## src/rtl/iexu_pkg.sv

```systemverilog
package iexu_pkg;

    localparam int OP_W = 5;

    typedef enum logic [OP_W-1:0] {
        OP_ADD     = 5'd0,
        OP_SUB     = 5'd1,
        OP_ADD3    = 5'd2,
        OP_ADDSUB3 = 5'd3,
        OP_AND     = 5'd4,
        OP_OR      = 5'd5,
        OP_XOR     = 5'd6,
        OP_NAND    = 5'd7,
        OP_NOR     = 5'd8,
        OP_XNOR    = 5'd9,
        OP_ASH     = 5'd10,
        OP_LSH     = 5'd11,
        OP_ROT     = 5'd12,
        OP_EQ      = 5'd13,
        OP_NE      = 5'd14,
        OP_GT      = 5'd15,
        OP_LT      = 5'd16,
        OP_GE      = 5'd17,
        OP_LE      = 5'd18,
        OP_INCCMP  = 5'd19
    } op_e;

    function automatic logic is_shift_op(input logic [OP_W-1:0] op);
        return (op == OP_ASH) || (op == OP_LSH) || (op == OP_ROT);
    endfunction

endpackage

```

## src/rtl/iexu_addsub.sv

```systemverilog
module iexu_addsub
    import iexu_pkg::*;
#(
    parameter int W = 32
) (
    input  op_e          op,
    input  logic [W-1:0] a,
    input  logic [W-1:0] b,
    input  logic [W-1:0] c,
    output logic [W-1:0] sum_ab,
    output logic [W-1:0] y
);
    // a+b is shared by the plain add, the three-operand forms and the fused op
    always_comb begin
        sum_ab = a + b;
        unique case (op)
            OP_SUB:     y = a - b;
            OP_ADD3:    y = sum_ab + c;
            OP_ADDSUB3: y = sum_ab - c;
            default:    y = sum_ab;
        endcase
    end
endmodule

```

## src/rtl/iexu_logic.sv

```systemverilog
module iexu_logic
    import iexu_pkg::*;
#(
    parameter int W = 32
) (
    input  op_e          op,
    input  logic [W-1:0] a,
    input  logic [W-1:0] b,
    output logic [W-1:0] y
);
    logic [W-1:0] core_d;
    logic         invert_d;

    always_comb begin
        invert_d = 1'b0;
        unique case (op)
            OP_OR, OP_NOR:   core_d = a | b;
            OP_XOR, OP_XNOR: core_d = a ^ b;
            default:         core_d = a & b;
        endcase
        if (op == OP_NAND || op == OP_NOR || op == OP_XNOR) begin
            invert_d = 1'b1;
        end
        y = invert_d ? ~core_d : core_d;
    end
endmodule

```

## src/rtl/iexu_shift.sv

```systemverilog
module iexu_shift
    import iexu_pkg::*;
#(
    parameter int W = 32
) (
    input  op_e          op,
    input  logic [W-1:0] a,
    input  logic [W-1:0] amt,
    output logic [W-1:0] y,
    output logic         err
);
    localparam logic [W-1:0] WIDTH_V = W[W-1:0];

    logic         right_d;
    logic [W-1:0] mag_d;
    logic [W-1:0] left_d;
    logic [W-1:0] lsr_d;
    logic [W-1:0] asr_d;
    logic [W-1:0] rol_d;
    logic [W-1:0] ror_d;

    always_comb begin
        right_d = amt[W-1];
        mag_d   = right_d ? (~amt + 1'b1) : amt;
        err     = !(($signed(amt) > -W) && ($signed(amt) < W));
        left_d  = a << mag_d;
        lsr_d   = a >> mag_d;
        asr_d   = $signed(a) >>> mag_d;
        rol_d   = left_d | (a >> (WIDTH_V - mag_d));
        ror_d   = lsr_d  | (a << (WIDTH_V - mag_d));
        unique case (op)
            OP_ASH:  y = right_d ? asr_d : left_d;
            OP_ROT:  y = right_d ? ror_d : rol_d;
            default: y = right_d ? lsr_d : left_d;
        endcase
    end
endmodule

```

## src/rtl/iexu_cmp.sv

```systemverilog
module iexu_cmp
    import iexu_pkg::*;
#(
    parameter int W = 32
) (
    input  op_e          op,
    input  logic [W-1:0] a,
    input  logic [W-1:0] b,
    input  logic [W-1:0] c,
    input  logic [W-1:0] sum_ab,
    output logic         flag
);
    logic eq_d;
    logic gt_d;

    always_comb begin
        eq_d = (a == b);
        gt_d = ($signed(a) > $signed(b));
        unique case (op)
            OP_EQ:     flag = eq_d;
            OP_NE:     flag = !eq_d;
            OP_GT:     flag = gt_d;
            OP_LT:     flag = !gt_d && !eq_d;
            OP_GE:     flag = gt_d || eq_d;
            OP_LE:     flag = !gt_d;
            OP_INCCMP: flag = ($signed(sum_ab) > $signed(c));
            default:   flag = 1'b0;
        endcase
    end
endmodule

```

## src/rtl/int_exec_unit.sv

```systemverilog
module int_exec_unit
    import iexu_pkg::*;
#(
    parameter int DATA_W = 32
) (
    input  logic              clk,
    input  logic              rst_n,
    input  logic              in_valid,
    input  logic [OP_W-1:0]   in_op,
    input  logic [DATA_W-1:0] in_a,
    input  logic [DATA_W-1:0] in_b,
    input  logic [DATA_W-1:0] in_c,
    output logic              out_valid,
    output logic [DATA_W-1:0] out_result,
    output logic              out_flag,
    output logic              out_res_we,
    output logic              out_flag_we,
    output logic              out_shift_err
);
    typedef struct packed {
        logic              valid;
        logic [DATA_W-1:0] result;
        logic              flag;
        logic              res_we;
        logic              flag_we;
        logic              err;
    } stage_t;

    stage_t stage_d, stage_q;

    op_e               op_w;
    logic [DATA_W-1:0] sum_ab_w;
    logic [DATA_W-1:0] arith_w;
    logic [DATA_W-1:0] logic_w;
    logic [DATA_W-1:0] shift_w;
    logic              shift_err_w;
    logic              cmp_flag_w;

    assign op_w = op_e'(in_op);

    iexu_addsub #(.W(DATA_W)) u_addsub (
        .op(op_w), .a(in_a), .b(in_b), .c(in_c), .sum_ab(sum_ab_w), .y(arith_w)
    );

    iexu_logic #(.W(DATA_W)) u_logic (
        .op(op_w), .a(in_a), .b(in_b), .y(logic_w)
    );

    iexu_shift #(.W(DATA_W)) u_shift (
        .op(op_w), .a(in_a), .amt(in_b), .y(shift_w), .err(shift_err_w)
    );

    iexu_cmp #(.W(DATA_W)) u_cmp (
        .op(op_w), .a(in_a), .b(in_b), .c(in_c), .sum_ab(sum_ab_w), .flag(cmp_flag_w)
    );

    always_comb begin
        stage_d       = stage_q;
        stage_d.valid = in_valid;
        if (in_valid) begin
            stage_d.result  = '0;
            stage_d.flag    = 1'b0;
            stage_d.res_we  = 1'b0;
            stage_d.flag_we = 1'b0;
            stage_d.err     = 1'b0;
            unique case (op_w)
                OP_ADD, OP_SUB, OP_ADD3, OP_ADDSUB3: begin
                    stage_d.result = arith_w;
                    stage_d.res_we = 1'b1;
                end
                OP_AND, OP_OR, OP_XOR, OP_NAND, OP_NOR, OP_XNOR: begin
                    stage_d.result = logic_w;
                    stage_d.res_we = 1'b1;
                end
                OP_ASH, OP_LSH, OP_ROT: begin
                    stage_d.result = shift_w;
                    stage_d.res_we = 1'b1;
                    stage_d.err    = shift_err_w;
                end
                OP_EQ, OP_NE, OP_GT, OP_LT, OP_GE, OP_LE: begin
                    stage_d.flag    = cmp_flag_w;
                    stage_d.flag_we = 1'b1;
                end
                OP_INCCMP: begin
                    stage_d.result  = sum_ab_w;
                    stage_d.res_we  = 1'b1;
                    stage_d.flag    = cmp_flag_w;
                    stage_d.flag_we = 1'b1;
                end
                default: begin
                end
            endcase
        end
    end

    always_ff @(posedge clk or negedge rst_n) begin
        if (!rst_n) begin
            stage_q <= '0;
        end else begin
            stage_q <= stage_d;
        end
    end

    assign out_valid     = stage_q.valid;
    assign out_result    = stage_q.result;
    assign out_flag      = stage_q.flag;
    assign out_res_we    = stage_q.res_we;
    assign out_flag_we   = stage_q.flag_we;
    assign out_shift_err = stage_q.err;


    valid_follow_chk: assert property (@(posedge clk) disable iff (!rst_n)
        in_valid |=> out_valid);

    valid_drop_chk: assert property (@(posedge clk) disable iff (!rst_n)
        !in_valid |=> !out_valid);

    idle_hold_chk: assert property (@(posedge clk) disable iff (!rst_n)
        !in_valid |=> ($stable(out_result) && $stable(out_flag) && $stable(out_shift_err)));

    flag_gate_chk: assert property (@(posedge clk) disable iff (!rst_n)
        !out_flag_we |-> !out_flag);

    err_scope_chk: assert property (@(posedge clk) disable iff (!rst_n)
        out_shift_err |-> (out_res_we && !out_flag_we));

    zero_shift_chk: assert property (@(posedge clk) disable iff (!rst_n)
        (in_valid && is_shift_op(in_op) && in_b == '0) |=> (out_result == $past(in_a)));

    fused_we_chk: assert property (@(posedge clk) disable iff (!rst_n)
        (in_valid && in_op == OP_INCCMP) |=> (out_res_we && out_flag_we));

    cmp_no_data_chk: assert property (@(posedge clk) disable iff (!rst_n)
        (in_valid && in_op >= OP_EQ && in_op <= OP_LE) |=> (!out_res_we && out_result == '0));
endmodule

```

## config.mk

```make
export PLATFORM = sky130hd
export DESIGN_NAME = int_exec_unit
export DESIGN_NICKNAME = d
export VERILOG_FILES = /design/src/rtl/iexu_pkg.sv /design/src/rtl/iexu_addsub.sv /design/src/rtl/iexu_logic.sv /design/src/rtl/iexu_shift.sv /design/src/rtl/iexu_cmp.sv /design/src/rtl/int_exec_unit.sv
export SDC_FILE = /design/constraint.sdc
export NUM_CORES = 1
export LEC_CHECK = 0
export BUFFER_PORTS_ARGS = -buffer_cell sky130_fd_sc_hd__buf_2
export CAP_MARGIN = 20
export CORE_MARGIN = 8
export CORE_UTILIZATION = 35
export DETAILED_ROUTE_END_ITERATION = 12
export GPL_TIMING_DRIVEN = 0
export SYNTH_ARGS = -nofsm -noshare
export SYNTH_HDL_FRONTEND = slang
export SYNTH_SLANG_ARGS = --single-unit
```

## constraint.sdc

```tcl
create_clock -name clk -period 3.4 [get_ports clk]
set_input_delay 0.34 -clock clk [delete_from_list [all_inputs] [get_ports clk]]
set_output_delay 0.34 -clock clk [all_outputs]
set_load 0.05 [all_outputs]
```

### After elaboration in Yosys (flattened, before gate mapping)

Cells that the tools add are included.
W data, S select, Z words.

* reduce and logical (&&, ||, !) cells: 16
* order comparisons: 4
* shift-type cells: 5
* equal/unequal tests: 20
* mux-type cells: 15
* bitwise gates (word level): 7
* $add $sub $neg: 6

Operators by type and width (count)
* $mux W32: 5
* $pmux W32 S2: 2
* $pmux W32 S4: 1
* $or A32 B32 Y32: 3
* $pmux W32 S3: 1
* $add A32 B32 Y32: 2
* $gt A32 B32 Y1: 2
* $not A32 Y32: 2
* $shl A32 B32 Y32: 2
* $shr A32 B32 Y32: 2
* $sub A32 B32 Y32: 2
* $eq A5 B4 Y1 const B: 8
* $add A32 B1 Y32 const B: 1
* $and A32 B32 Y32: 1
* $eq A32 B32 Y1: 1
* $gt A32 B6 Y1 const B: 1
* $lt A32 B7 Y1 const B: 1
* $sshr A32 B32 Y32: 1
* $sub A6 B32 Y32 const A: 1
* $xor A32 B32 Y32: 1
* $eq A5 B3 Y1 const B: 4
* $eq A5 B5 Y1 const B: 4
* $reduce_or A14 Y1: 1
* $eq A5 B2 Y1 const B: 2
* other kinds (12): 22

* bits of input ports: 104
* output and inout bits: 37
* flip-flop bits (word level): 37

### Longest topological paths before layout

* depth in word-level cells: 9
* gate-level depth with buffers: 27
* depth with buffers taken out: 23

### Modules after synthesis

From an unflattened synthesis, not the netlist that was laid out.

* cells, all modules: 3366
* area total of the unflattened synthesis: 22676.7 um^2

Modules (own cells, without submodules)
* iexu_shift: seq. area each 0.0 um^2, cells each 1538, instances 1, area each 9223.8 um^2
* iexu_addsub: seq. area each 0.0 um^2, cells each 870, instances 1, area each 5979.5 um^2
* iexu_logic: seq. area each 0.0 um^2, cells each 472, instances 1, area each 3250.6 um^2
* int_exec_unit: seq. area each 925.9 um^2, cells each 247, instances 1, area each 2516.2 um^2
* iexu_cmp: seq. area each 0.0 um^2, cells each 239, instances 1, area each 1706.6 um^2

### Least setup slack after synthesis

OpenSTA, ideal clock, no wires.

* path type: input port to flip-flop
* start point: in in_b[0]
* end point: reg stage_q (netlist bit out_result[0])
* arrival: 6534 ps
* cell stages on the path: 24
* data required time: 3276 ps
* buffers on the path: 12
* setup time: 124 ps
* path slack: -3258 ps
* cells stage by stage: buf_1 > inv_1 > clkbuf_1 > clkbuf_1 > clkbuf_1 > clkbuf_1 > ha_1 > mux2_2 > inv_2 > buf_1 > clkbuf_1 > clkbuf_1 > ha_1 > xnor3_1 > clkbuf_1 > buf_1 > clkbuf_1 > buf_1 > nor2_1 > a311oi_1 > a21oi_1 > a21oi_1 > a22oi_1 > a211o_1

* longest elaborated chain between the ends: 9
* elaborated cells on any way between the ends: 27
* classes of those cells: add/sub: 6; shift: 5; mux: 9; bitwise: 7

RTL lines
* start: declaration: RTL line int_exec_unit.sv:11 `input logic [DATA_W-1:0] in_b,`
* $not A32 Y32: RTL line iexu_shift.sv:24 `mag_d = right_d ? (~amt + 1'b1) : amt;`
* $add A32 B1 Y32: RTL line iexu_shift.sv:24
* $mux W32: RTL line iexu_shift.sv:24
* $sub A6 B32 Y32: RTL line iexu_shift.sv:29, iexu_shift.sv:30
* $shr A32 B32 Y32 / $shl A32 B32 Y32 (equally long branches): RTL line iexu_shift.sv:29, iexu_shift.sv:30
* $or A32 B32 Y32 (on tied branches): RTL line iexu_shift.sv:29, iexu_shift.sv:30
* $mux W32: RTL line iexu_shift.sv:33 `OP_ROT: y = right_d ? ror_d : rol_d;`
* $pmux W32 S2: RTL line iexu_shift.sv:31 `unique case (op)`
* $pmux W32 S4 (*): RTL line int_exec_unit.sv:66 `unique case (op_w)`
* end signal: assignment: RTL line int_exec_unit.sv:100 `stage_q <= stage_d;`
* end: declaration: RTL line int_exec_unit.sv:29 `stage_t stage_d, stage_q;`

Mark *: on every way between the ends. The rest lies on a longest branch, timed or not.
A chain may end at the register's enable or synchronous reset.

### Worst setup path in the final report

* start point: in in_b[31]
* end point: reg stage_q (netlist bit out_result[31])

Same word-level chain as after synthesis.

==> results.md <==
- Status: complete, but fails checks
- Failing checks: negative setup slack
- Slew Viols, Final: 0
- Switching power share of the total: 60.6%
- Clock Power Share: 5.4%
- CTS max path bufs: 2
- Syn Nets: 3339
- Combinational cell fraction of total power: between 80% and 90%
- PwrDens: 349 nW/µm²
- Antenna Nets Post-Route: 0
- Internal power: 4.00 mW
- Root buffer cell: clkbuf_16
- Tmin final: 4960 ps
- Clock Pin Slew Worst Setup and Hold Paths: 70 ps
- Ys Warns: 0
- Number of flops mapped to enable cells by yosys: 0
- Post-DP HPWL: 124 mm
- Worst setup path class: input port to register
- Die height: 256 µm
- Worst path max stage delay: about 590 ps
- Row cnt: 88
- Vias in the first global route: 27300
- H-tree depth: 2
- Crit path capture type: register
- WL final: 157 mm
- Critical Path Start Type: input port
- Largest net degree at the start of global routing: 38
- Vias: approximately 30000
- Mapped cell area: 20200 µm²
- Final Worst Setup Slack: -1560 ps
- Flops & latches, synth: 37
- Drt via density: 7.10
- Clk_skew: 0 ps
- Most numerous cell in the Yosys netlist: nand2_1
- I/O Buffers: roughly 140
- Top post-synthesis cells by area: ha_1, a21oi_1, mux2i_1
- Initial Util: approximately a third
- Syn Inst Count: 3069
- Global-route wire length before repair: between 200 and 250 mm
- Worst-Margin Slew: 1310 ps
- Initial antenna violation count: 4
- Pleak: ~12 nW
- CTS tree: done
- Final period util: 146%
- Die Area: approximately 66000 µm²
- Drt pass-1 iters: 7
- Max VDD drop: around 0.00025 V
- Die W: 256 µm
- Fmax: 202 MHz
- GP Congestion: between 1 and 1.5
- CP arrival: between 5000 and 6000 ps
- Share of cells above drive strength 1: 34.6%
- Dpl ws: -3350 ps
- Seq pwr share: under 10%
- Final setup viols: 33
- Worst skew pair latency: roughly 280 ps
- Final Hold Viols: 0
- Tot GR Track Use: 44.7%
- CTS Sinks: 37
- Clock buffer count from CTS: 5
- DRC Markers: 0
- Synth top cells by count: nand2_1, nor2_1, a21oi_1, o21ai_0, clkbuf_1
- DRT iter0 DRCs: 4608
- Core area: around 57000 µm²
- Top cell type by total area after synthesis: ha_1
- CTS hold repair buffers: 0
- CP Cell Sequence: buf_2 > clkbuf_4 > clkinvlp_4 > clkbuf_4 > clkbuf_2 > clkbuf_2 > clkbuf_4 > ha_1 > clkbuf_1 > xor2_2 > ha_1 > clkbuf_2 > nand2_1 > mux2i_2 > or4b_4 > o32a_1
- Area grow syn2layout: 43.8%
- Num ports: 141
- Final net count: 3712
- Net Switching: 6.15 mW
- RSZ-0062 raised after global routing: true
- Max-Cap Viols: 0
- HP Class: input port to asynchronous set/reset pin
- Predominant post-synthesis flop cell: dfrtp_1
- Cell variety after synth: a little under 100
- Total global routing overflow: 0
- Rel. slew slack: 10.3%
- Worst-path maximum fanout: 11
- CP required: about 3600 ps
- Asr flop ratio synth: 100%
- Share of the yosys chip area belonging to registers: 4.58%
- Slowest-stage cell, CP: or4b_4
- Post-synth top area share: 10.0%
- Util after Layout: 50.7%
- DR WL/cell: 37.4 µm
- Post-Syn Area per Cell: 6.58 µm²
- Pwr Total: 10.2 mW
[layout make-up]
class,count,area [µm²]
antenna,4,10.0
buffer,227,1840
clock buffer,6,129
clock inverter,2,38.8
fill,5801,28300
inverter,173,759
multi-input combinational,2601,21300
sequential,37,926
tap,765,957
timing repair buffer,397,3050
[cells in the final DEF, fill, tap and decap left out, types with 58 or more instances in the layout]
cell type and n:
mux2i_1 97, clkbuf_1 74, buf_2 122, o21ai_0 138
a21oi_2 63, nor2_1 288, inv_1 143, o211ai_1 59
ha_1 112, nand3_1 65, a21oi_1 186, buf_4 244
nand2_1 305, nor3_1 58
[metrics by stage]
| stage | instance area, µm² | hold slack [ps] | setup TNS (ps) | std cells |
|---|---|---|---|---|
| detailed placement | 22900 | 481 | -90370 | 3984 |
| floorplan | 21200 | 44.4 | -28680 | 3069 |
| finish | 29100 | 183 | -35450 | 4212 |
| global route | 29000 | 252 | -36720 | 4209 |
| CTS | 27700 | 207 | -35830 | 4154 |
| global placement | 22800 | 460 | -97070 | 3972 |
[metal layers]
layer	global-route usage [%]	up-vias	wire length, µm
li1	-	12300	-
met1	59.7	14600	62200
met2	62.1	2494	61000
met3	16.1	518	22800
met4	23.0	6	11300
met5	0.825	-	38
[worst max-delay path: cells and delay by family]
kind	cells	cell delay, ps
multiplexers	1	110
buffers and inverters	9	2580
adder cells (fa/ha/maj)	2	600
AO/OA/AOI/OAI	1	360
XOR/XNOR	1	370
AND/OR/NAND/NOR	2	710
[final timing paths]
kind,start,endpoint,slack (ps),depth (start not counted)
worst min-delay path,rst_n,out_result[27],180,1
worst min register to register,out_res_we,out_res_we,490,1
worst max-delay path,in_b[31],out_result[31],-1560,16
min in group clk,in_valid,out_valid,280,1
max in group asynchronous,rst_n,out_result[9],2650,1
worst max register to register,out_result[29],out_result[29],740,6
[what timing repair did]
item | 4_1_cts | 5_1_grt
hold endpoints to repair | 0 | 0
buffers inserted | 184 | 64
endpoints found under the setup margin | 34 | 33
gates resized for setup | 713 | 237
pin swaps | 196 | 115
cloned | 1 | 0
[kinds of logic after synthesis]
group                      count (synthesis)  synth area share, %
DFF                                       37                 4.58
xor gates and xnor gates                  76                 3.43
muxes                                    179                 10.9
and+or+nand+nor                         1049                 24.4
adders and majority gates                166                 10.4
AOI/OAI and AO/OA                       1131                 37.9
buffers and inverters                    431                 8.33
[sequential cells by signal, indices dropped and copies added (netlist names)]
register       cells
out_flag_we        1
out_shift_err      1
out_flag           1
out_result        32
out_res_we         1
out_valid          1
[power by group through the flow]
stage,Clock (mW),Combinational [mW],Sequential [mW]
final,0.552,9.06,0.544
after global routing,0.569,9.21,0.548
after CTS,0.556,8.00,0.543
after detailed placement,0,6.61,0.551
after global placement,0,6.66,0.549
after floorplan,0,3.88,0.718
Note: power is estimated with default switching activity, not from simulation.
